File: src/rtl/capture_pkg.sv
package capture_pkg;
  typedef enum logic [1:0] {
    ADR_CAP_LO = 2'd0,
    ADR_CAP_HI = 2'd1,
    ADR_FLAG   = 2'd2
  } bus_adr_e;
endpackage

File: src/rtl/cap_sync_filter.sv
module cap_sync_filter #(
  parameter int SYNC_STAGES = 2,
  parameter int FILT_LEN    = 4
) (
  input  logic clk,
  input  logic rst,
  input  logic raw,
  input  logic filt_en,
  output logic lvl
);
  logic [SYNC_STAGES-1:0] sync_q;
  logic [FILT_LEN-1:0]    hist_q;
  logic                   synced;

  assign synced = sync_q[SYNC_STAGES-1];

  always_ff @(posedge clk) begin
    if (rst) begin
      sync_q <= '0;
      hist_q <= '0;
      lvl    <= 1'b0;
    end else begin
      sync_q <= {sync_q[SYNC_STAGES-2:0], raw};
      hist_q <= {hist_q[FILT_LEN-2:0], synced};
      if (!filt_en)
        lvl <= synced;
      else if (&hist_q)
        lvl <= 1'b1;
      else if (~|hist_q)
        lvl <= 1'b0;
    end
  end
endmodule

File: src/rtl/cap_edge_det.sv
module cap_edge_det (
  input  logic clk,
  input  logic rst,
  input  logic lvl,
  input  logic edge_rise,
  output logic evt
);
  logic prev_q;

  always_ff @(posedge clk) begin
    if (rst) prev_q <= 1'b0;
    else     prev_q <= lvl;
  end

  assign evt = edge_rise ? (lvl & ~prev_q) : (~lvl & prev_q);

  AST_SINGLE_EVT: assert property (@(posedge clk) disable iff (rst)
    evt |=> (!evt || (edge_rise != $past(edge_rise))));
endmodule

File: src/rtl/cap_regfile.sv
module cap_regfile
  import capture_pkg::*;
#(
  parameter int CNT_W = 16,
  localparam int BW = CNT_W / 2
) (
  input  logic             clk,
  input  logic             rst,
  input  logic             evt,
  input  logic [CNT_W-1:0] count_val,
  input  logic             top_mode,
  input  logic             irq_en,
  input  logic             irq_ack,
  input  logic [1:0]       bus_addr,
  input  logic             bus_rd,
  input  logic             bus_wr,
  input  logic [BW-1:0]    bus_wdata,
  output logic [BW-1:0]    bus_rdata,
  output logic             cap_flag,
  output logic             irq
);
  logic [CNT_W-1:0] cap_q;
  logic [BW-1:0]    temp_q;
  logic             cpu_lo_wr;
  logic             flag_clr;
  logic             flag_nxt;

  assign cpu_lo_wr = bus_wr && (bus_addr == ADR_CAP_LO) && top_mode;
  assign flag_clr  = irq_ack || (bus_wr && (bus_addr == ADR_FLAG) && bus_wdata[0]);

  always_comb begin
    if (evt)           flag_nxt = 1'b1;
    else if (flag_clr) flag_nxt = 1'b0;
    else               flag_nxt = cap_flag;
  end

  always_ff @(posedge clk) begin
    if (rst) begin
      cap_q     <= '0;
      temp_q    <= '0;
      bus_rdata <= '0;
      cap_flag  <= 1'b0;
      irq       <= 1'b0;
    end else begin
      if (cpu_lo_wr)  cap_q <= {temp_q, bus_wdata};
      else if (evt)   cap_q <= count_val;
      cap_flag <= flag_nxt;
      irq      <= flag_nxt & irq_en;
      if (bus_rd) begin
        case (bus_addr)
          ADR_CAP_LO: begin
            bus_rdata <= cap_q[BW-1:0];
            temp_q    <= cap_q[CNT_W-1:BW];
          end
          ADR_CAP_HI: bus_rdata <= temp_q;
          ADR_FLAG:   bus_rdata <= {{(BW-1){1'b0}}, cap_flag};
          default:    bus_rdata <= '0;
        endcase
      end
      if (bus_wr && (bus_addr == ADR_CAP_HI)) temp_q <= bus_wdata;
    end
  end

  AST_FLAG_WITH_CAPTURE: assert property (@(posedge clk) disable iff (rst)
    evt |=> cap_flag);
  AST_CAP_VALUE: assert property (@(posedge clk) disable iff (rst)
    (evt && !(bus_wr && bus_addr == ADR_CAP_LO && top_mode)) |=> cap_q == $past(count_val));
  AST_WR_GATED: assert property (@(posedge clk) disable iff (rst)
    (bus_wr && bus_addr == ADR_CAP_LO && !top_mode && !evt) |=> $stable(cap_q));
  AST_CPU_WINS: assert property (@(posedge clk) disable iff (rst)
    (evt && bus_wr && bus_addr == ADR_CAP_LO && top_mode)
      |=> (cap_q == {$past(temp_q), $past(bus_wdata)}) && cap_flag);
  AST_ACK_CLEARS: assert property (@(posedge clk) disable iff (rst)
    (irq_ack && !evt) |=> !cap_flag);
  AST_IRQ_NEEDS_FLAG: assert property (@(posedge clk) disable iff (rst)
    irq |-> cap_flag);
endmodule

File: src/rtl/capture_unit.sv
module capture_unit #(
  parameter int CNT_W       = 16,
  parameter int SYNC_STAGES = 2,
  parameter int FILT_LEN    = 4,
  localparam int BW = CNT_W / 2
) (
  input  logic             clk,
  input  logic             rst,
  input  logic             pin_in,
  input  logic             cmp_in,
  input  logic             src_cmp_sel,
  input  logic             filt_en,
  input  logic             edge_rise,
  input  logic             irq_en,
  input  logic             top_mode,
  input  logic [CNT_W-1:0] count_val,
  input  logic             irq_ack,
  input  logic [1:0]       bus_addr,
  input  logic             bus_rd,
  input  logic             bus_wr,
  input  logic [BW-1:0]    bus_wdata,
  output logic [BW-1:0]    bus_rdata,
  output logic             cap_flag,
  output logic             irq
);
  logic src_raw;
  logic lvl;
  logic evt;

  assign src_raw = src_cmp_sel ? cmp_in : pin_in;

  cap_sync_filter #(.SYNC_STAGES(SYNC_STAGES), .FILT_LEN(FILT_LEN)) u_filt (
    .clk(clk), .rst(rst), .raw(src_raw), .filt_en(filt_en), .lvl(lvl)
  );

  cap_edge_det u_edge (
    .clk(clk), .rst(rst), .lvl(lvl), .edge_rise(edge_rise), .evt(evt)
  );

  cap_regfile #(.CNT_W(CNT_W)) u_regs (
    .clk(clk), .rst(rst), .evt(evt), .count_val(count_val),
    .top_mode(top_mode), .irq_en(irq_en), .irq_ack(irq_ack),
    .bus_addr(bus_addr), .bus_rd(bus_rd), .bus_wr(bus_wr),
    .bus_wdata(bus_wdata), .bus_rdata(bus_rdata),
    .cap_flag(cap_flag), .irq(irq)
  );
endmodule

File: config.mk
export PLATFORM = sky130hd
export DESIGN_NAME = capture_unit
export DESIGN_NICKNAME = d
export VERILOG_FILES = /design/src/rtl/capture_pkg.sv /design/src/rtl/cap_sync_filter.sv /design/src/rtl/cap_edge_det.sv /design/src/rtl/cap_regfile.sv /design/src/rtl/capture_unit.sv
export SDC_FILE = /design/constraint.sdc
export NUM_CORES = 1
export LEC_CHECK = 0
export BUFFER_PORTS_ARGS = -buffer_cell sky130_fd_sc_hd__buf_2
export CAP_MARGIN = 15
export CORE_UTILIZATION = 52
export CTS_CLUSTER_SIZE = 16
export DETAILED_ROUTE_END_ITERATION = 16
export PLACE_DENSITY = 0.78
export SETUP_SLACK_MARGIN = 0.5
export SLEW_MARGIN = 20
export SYNTH_ARGS = -nofsm -noshare
export SYNTH_HDL_FRONTEND = slang
export SYNTH_SLANG_ARGS = --single-unit
export TNS_END_PERCENT = 10
File: constraint.sdc
create_clock -name clk -period 1.56 [get_ports clk]
set_input_delay 0.234 -clock clk [delete_from_list [all_inputs] [get_ports clk]]
set_output_delay 0.234 -clock clk [all_outputs]
set_load 0.02 [all_outputs]
Word-level counts from Yosys, hierarchy flattened

Cells that the tools add are included.

$add $sub $neg: 0
$mul: 0
Div/mod/pow operators: 0
$lt $le $gt $ge: 0
Equality and inequality tests: 3
Shifts and indexed selects: 0
Mux-type cells: 13
Bitwise logic cells: 5
Reductions and logical operators: 13

Operators with widths:

| operator                                                                | count |
|---|---|
| 16-bit 2-to-1 mux                                                       | 2 |
| 8-bit 2-to-1 mux                                                        | 3 |
| 8-bit case mux with 3 select lines                                      | 1 |
| 1-bit 2-to-1 mux                                                        | 7 |
| 2-bit nonzero test                                                      | 3 |
| 1-bit logical AND                                                       | 5 |
| 4-bit AND reduction                                                     | 1 |
| 4-bit OR reduction                                                      | 1 |
| 1-bit AND                                                               | 3 |
| 3-bit by 2-bit inequality test with 1-bit output, second input constant | 1 |
| 2-bit by 1-bit equality test with 1-bit output, second input constant   | 1 |
| 2-bit equality test, second input constant                              | 1 |
| 2-bit logical NOT                                                       | 1 |
| 1-bit NOT                                                               | 2 |
| 2-bit AND reduction                                                     | 1 |
| 1-bit logical OR                                                        | 1 |

Register bits after elaboration: 42
Latch bits: 0
Memory bits (writable): 0
ROM bits: 0
Input bits: 38
Memories: 0

Logic depth before layout (Yosys ltp)

Depth after elaboration: 7
Depth in mapped cells: 5

Hierarchy

Synthesis repeated with hierarchy kept, for this count alone.

Cells, all modules: 215
Area total of the unflattened synthesis: 2045.7 um2

Modules (own cells, without submodules):

| module          | times used | cells an instance | area each (um2) |
|---|---|---|---|
| cap_regfile     | 1          | 191               | 1764.2 |
| cap_sync_filter | 1          | 18                | 217.7 |
| cap_edge_det    | 1          | 5                 | 48.8 |
| capture_unit    | 1          | 1                 | 15.0 |

Worst setup path after synthesis

OpenSTA, ideal clock, no wires.

Path type: reg2reg
Start: register u_filt.lvl
End: register u_regs.cap_q[15]
Setup time: 0.146 ns
Arrival: 1.162 ns
Required time: 1.414 ns
Setup slack: 0.252 ns
Cell stages (with the launch flop): 6
Path through: dfxtp_1 -> or3b_1 -> buf_4 -> buf_6 -> nand3_1 -> a311oi_2

Cells in the longest elaborated chain, start to end: 4
Elaborated cells between the ends (all ways): 5

Ends and longest elaborated chain:

| element                                 | line                  | RTL |
|---|---|---|
| start, declared                         | cap_sync_filter.sv:9  | `output logic lvl` |
| start signal, assigned                  | cap_sync_filter.sv:26 | `lvl <= synced;` |
| 1-bit NOT                               | cap_edge_det.sv:15    | `assign evt = edge_rise ? (lvl & ~prev_q) : (~lvl & prev_q);` |
| 1-bit AND                               | cap_edge_det.sv:15    |  |
| 1-bit 2-to-1 mux (*)                    | cap_edge_det.sv:15    |  |
| 2-bit nonzero test (no source line) (*) | n/a                   |  |
| end signal, assigned                    | cap_regfile.sv:45     | `if (cpu_lo_wr) cap_q <= {temp_q, bus_wdata};` |
| end signal, assigned                    | cap_regfile.sv:46     | `else if (evt) cap_q <= count_val;` |
| end, declared                           | cap_regfile.sv:22     | `logic [CNT_W-1:0] cap_q;` |

Mark *: on every way between the ends. The rest lies on a longest branch, timed or not.
A chain may end at the register's enable or synchronous reset.

Worst setup path in the final report

Start: register u_filt.lvl
End: register u_regs.cap_q[3]

The elaborated chain is that of the path after synthesis.

==> impl_results.md <==
- Gr usage total: 25.1%
- Slew @ Worst Pin: 0.525 ns
- Status: finished, final reports clean
- Metal-1 WL: 2.08 mm
- Switch share: 24.5%
- Slew HR: 64.9%
- First-pass GRT wire length: 7.73 mm
- Most frequent cells in the layout: 48 x buf_2, 41 x dfxtp_1, 33 x nor2_1
- Sum Neg Setup Slack: 0 ns
- P_int: 1.60 mW
- Finished Layout Cells: 305
- Synthesized instance count: 210
- Clock group share of total power: 33.8%
- GR Overflow Total: 0
- Crit path cell chain: or3b_1 > buf_6 > nand3_1 > a311oi_1
- CP endpoint kind: register
- Synthesized Nets: 248
- Initial drt markers: 81
- Placed Instances: 295
- Initial core utilization: 55.6%
- Slowest cell on crit path: dfxtp_4
- GPL Wtd Cong: 0.797
- Sw Pwr: 519 uW
- Area Overhead vs Synth: 21.6%
- Crit path buf inv count: 1
- Final Power: 2.12 mW
- Vias: 1746
- Endpoints failing hold: 0
- Dpl hpwl: 3.14 mm
- Worst slack, placed: 0.234 ns
- Ys Warns: 0
- Area of all placed cells without fillers: 2330 sq um
- Delay-heaviest family, CP: simple AND/OR/NAND/NOR gates
- TritonCTS Buffers: 5
- Sequential share of power: 54.3%
- Layout cell share with drive strength beyond 1: 29.0%
- Most common cell after layout, fill and taps aside: buf_2
- WL met2: 2.28 mm
- Die area: 3930 sq um
- Final setup violation count: 0
- CP max FO: 16
- Residual DRC: 0
- Worst Hold Class: in -> reg
- Vias in the first global route: 1719
- Setup ws final: 0.306 ns
- Final period util: 80.4%
- Max Used Layer: met4
- RSZ-0062 raised after global routing: true
- Max-Cap Viols: 0
- Clk slew on worst S/H paths: 0.08 ns
- Fill cells: 297
- Register area share after synthesis: 43.9%
- Fin util: 67.6%
- Routed wire per std cell: 15.2 microns
- Sink Count: 42
- P per Cell Area: 909 nW/um^2
- Remaining antenna violation count after routing: 0
- Crit path largest cell delay: 0.38 ns
- Nets: 296
- DP Area: 2210 sq um
- Fin. max-slew vios: 0
- Clock latency on the worst-skew pair: 0.29 ns
- Clock tree buffer depth: 2
- I/O pin count: 48
- Die extent in x: 62.7 microns
- Row count: 21
- DR pass1 iterations: 4
- CTS tree: built
- Worst setup SP type: register
- Mapped Area: 1910 sq um
- Clock Skew: 0.00663 ns
- WHS: 0.138 ns
- WS Path Type: reg -> reg
- Crit path required time: 1.71 ns
- Vias per cell: 5.72
- Die Y: 62.7 microns
- Final WL: 4.64 mm
- CORE AREA: 3440 sq um
- Leak: 0.960 nW
- # Post-CTS Setup Buffers: 0
- # diodes: 0
- WL met3: 199 microns
- Htree depth: 2
- PortBufs: 47
- Max Clk Rate: 798 MHz
- Worst vdd ir: 0.000708 V
- Logic gate share of total power: 11.9%
- Seq cells post-synth: 42
- Syn_area_per_cell: 9.12 sq um
- Largest net degree at the start of global routing: 33
- Crit path DAT: 1.40 ns
- Initial antenna violation count: 0
- Clock period minus worst slack: 1.25 ns
- Distinct cells, synth: 30
- CTS root buf: clkbuf_8
==> sequential cells by signal (all words and copies together) (netlist names) <==
name and cells:
u_edge.prev_q 1, u_filt.hist_q 4, u_filt.lvl 1, u_filt.sync_q 2, u_regs.bus_rdata 8, u_regs.cap_flag 1, u_regs.cap_q 16, u_regs.irq 1
u_regs.temp_q 8
==> cells by family (layout without fill, tap and decap cells) <==
kind of cell           count (synthesis)  count (layout)  share of synthesized area [%]
buffers and inverters                 20              69                           5.88
AO/OA/AOI/OAI                         55              55                           19.9
AND/OR/NAND/NOR                       78              78                           22.0
multiplexers                          15              15                           8.30
flip-flops                            42              42                           43.9
==> cell type report <==
type,count,area [sq um],share of cell area (%)
sequential,42,845,36.3
clock inverter,1,5.00,0.215
timing repair buffer,60,358,15.4
clock buffer,7,86.3,3.71
inverter,1,3.75,0.161
tap,46,57.6,2.47
multi-input combinational,148,972,41.8
==> final timing paths <==
| path | end | slack [ns] | cells past startpoint | start |
|---|---|---|---|---|
| setup reg to reg | u_regs.cap_q[3]$_SDFFE_PP0P_ | 0.31 | 4 | u_filt.lvl$_SDFFE_PP0P_ |
| hold reg to reg | u_filt.sync_q[1]$_SDFF_PP0_ | 0.46 | 1 | u_filt.sync_q[0]$_SDFF_PP0_ |
| setup / recovery | u_regs.cap_q[3]$_SDFFE_PP0P_ | 0.31 | 4 | u_filt.lvl$_SDFFE_PP0P_ |
| hold / removal | u_filt.lvl$_SDFFE_PP0P_ | 0.14 | 2 | filt_en |
==> repair_timing <==
item | CTS | global route
setup endpoints to repair | 18 | 20
gates resized for setup | 5 | 2
gates cloned | 2 | 0
pin swaps | 2 | 2
hold buffers | 0 | 0
==> power groups by stage <==
| stage | Clock (mW) | Combinational (mW) | Sequential (mW) |
|---|---|---|---|
| global route | 0.787 | 0.274 | 1.15 |
| floorplan | 0 | 0.143 | 1.17 |
| CTS | 0.726 | 0.252 | 1.15 |
| global placement | 0 | 0.240 | 1.17 |
| finish | 0.714 | 0.253 | 1.15 |
| detailed placement | 0 | 0.245 | 1.17 |
==> synthesized netlist by cell type <==
cell type / instances / area [sq um]
nand4bb_1: 1 / 11.3
nand3_1: 16 / 80.1
or3b_1: 1 / 8.76
a211oi_1: 7 / 52.6
mux2_2: 1 / 11.3
nor2_1: 33 / 124
nand3b_1: 6 / 45.0
dfxtp_1: 42 / 841
clkbuf_1: 7 / 26.3
and3b_1: 2 / 17.5
a311oi_2: 2 / 30.0
a311oi_1: 15 / 131
inv_1: 1 / 3.75
nor3b_1: 1 / 7.51
a22oi_1: 2 / 15.0
o21ai_1: 11 / 55.1
nor2b_1: 14 / 87.6
buf_4: 4 / 30.0
o211a_1: 1 / 10.0
nand4b_1: 1 / 8.76
buf_2: 6 / 30.0
nor3_1: 1 / 5.00
o31ai_1: 1 / 7.51
and3_1: 1 / 6.26
a21oi_1: 10 / 50.1
mux2_1: 6 / 67.6
buf_6: 2 / 22.5
nor3b_4: 1 / 18.8
mux2i_1: 8 / 80.1
o21ai_0: 6 / 30.0
==> per-layer routing <==
layer / GRT usage (%) / vias to the layer above
li1: - / 861
met1: 30.1 / 821
met2: 42.5 / 53
met3: 5.84 / 11
met4: 10.8 / 0
met5: 0 / -
No activity file was read; power rests on OpenSTA's default activity.
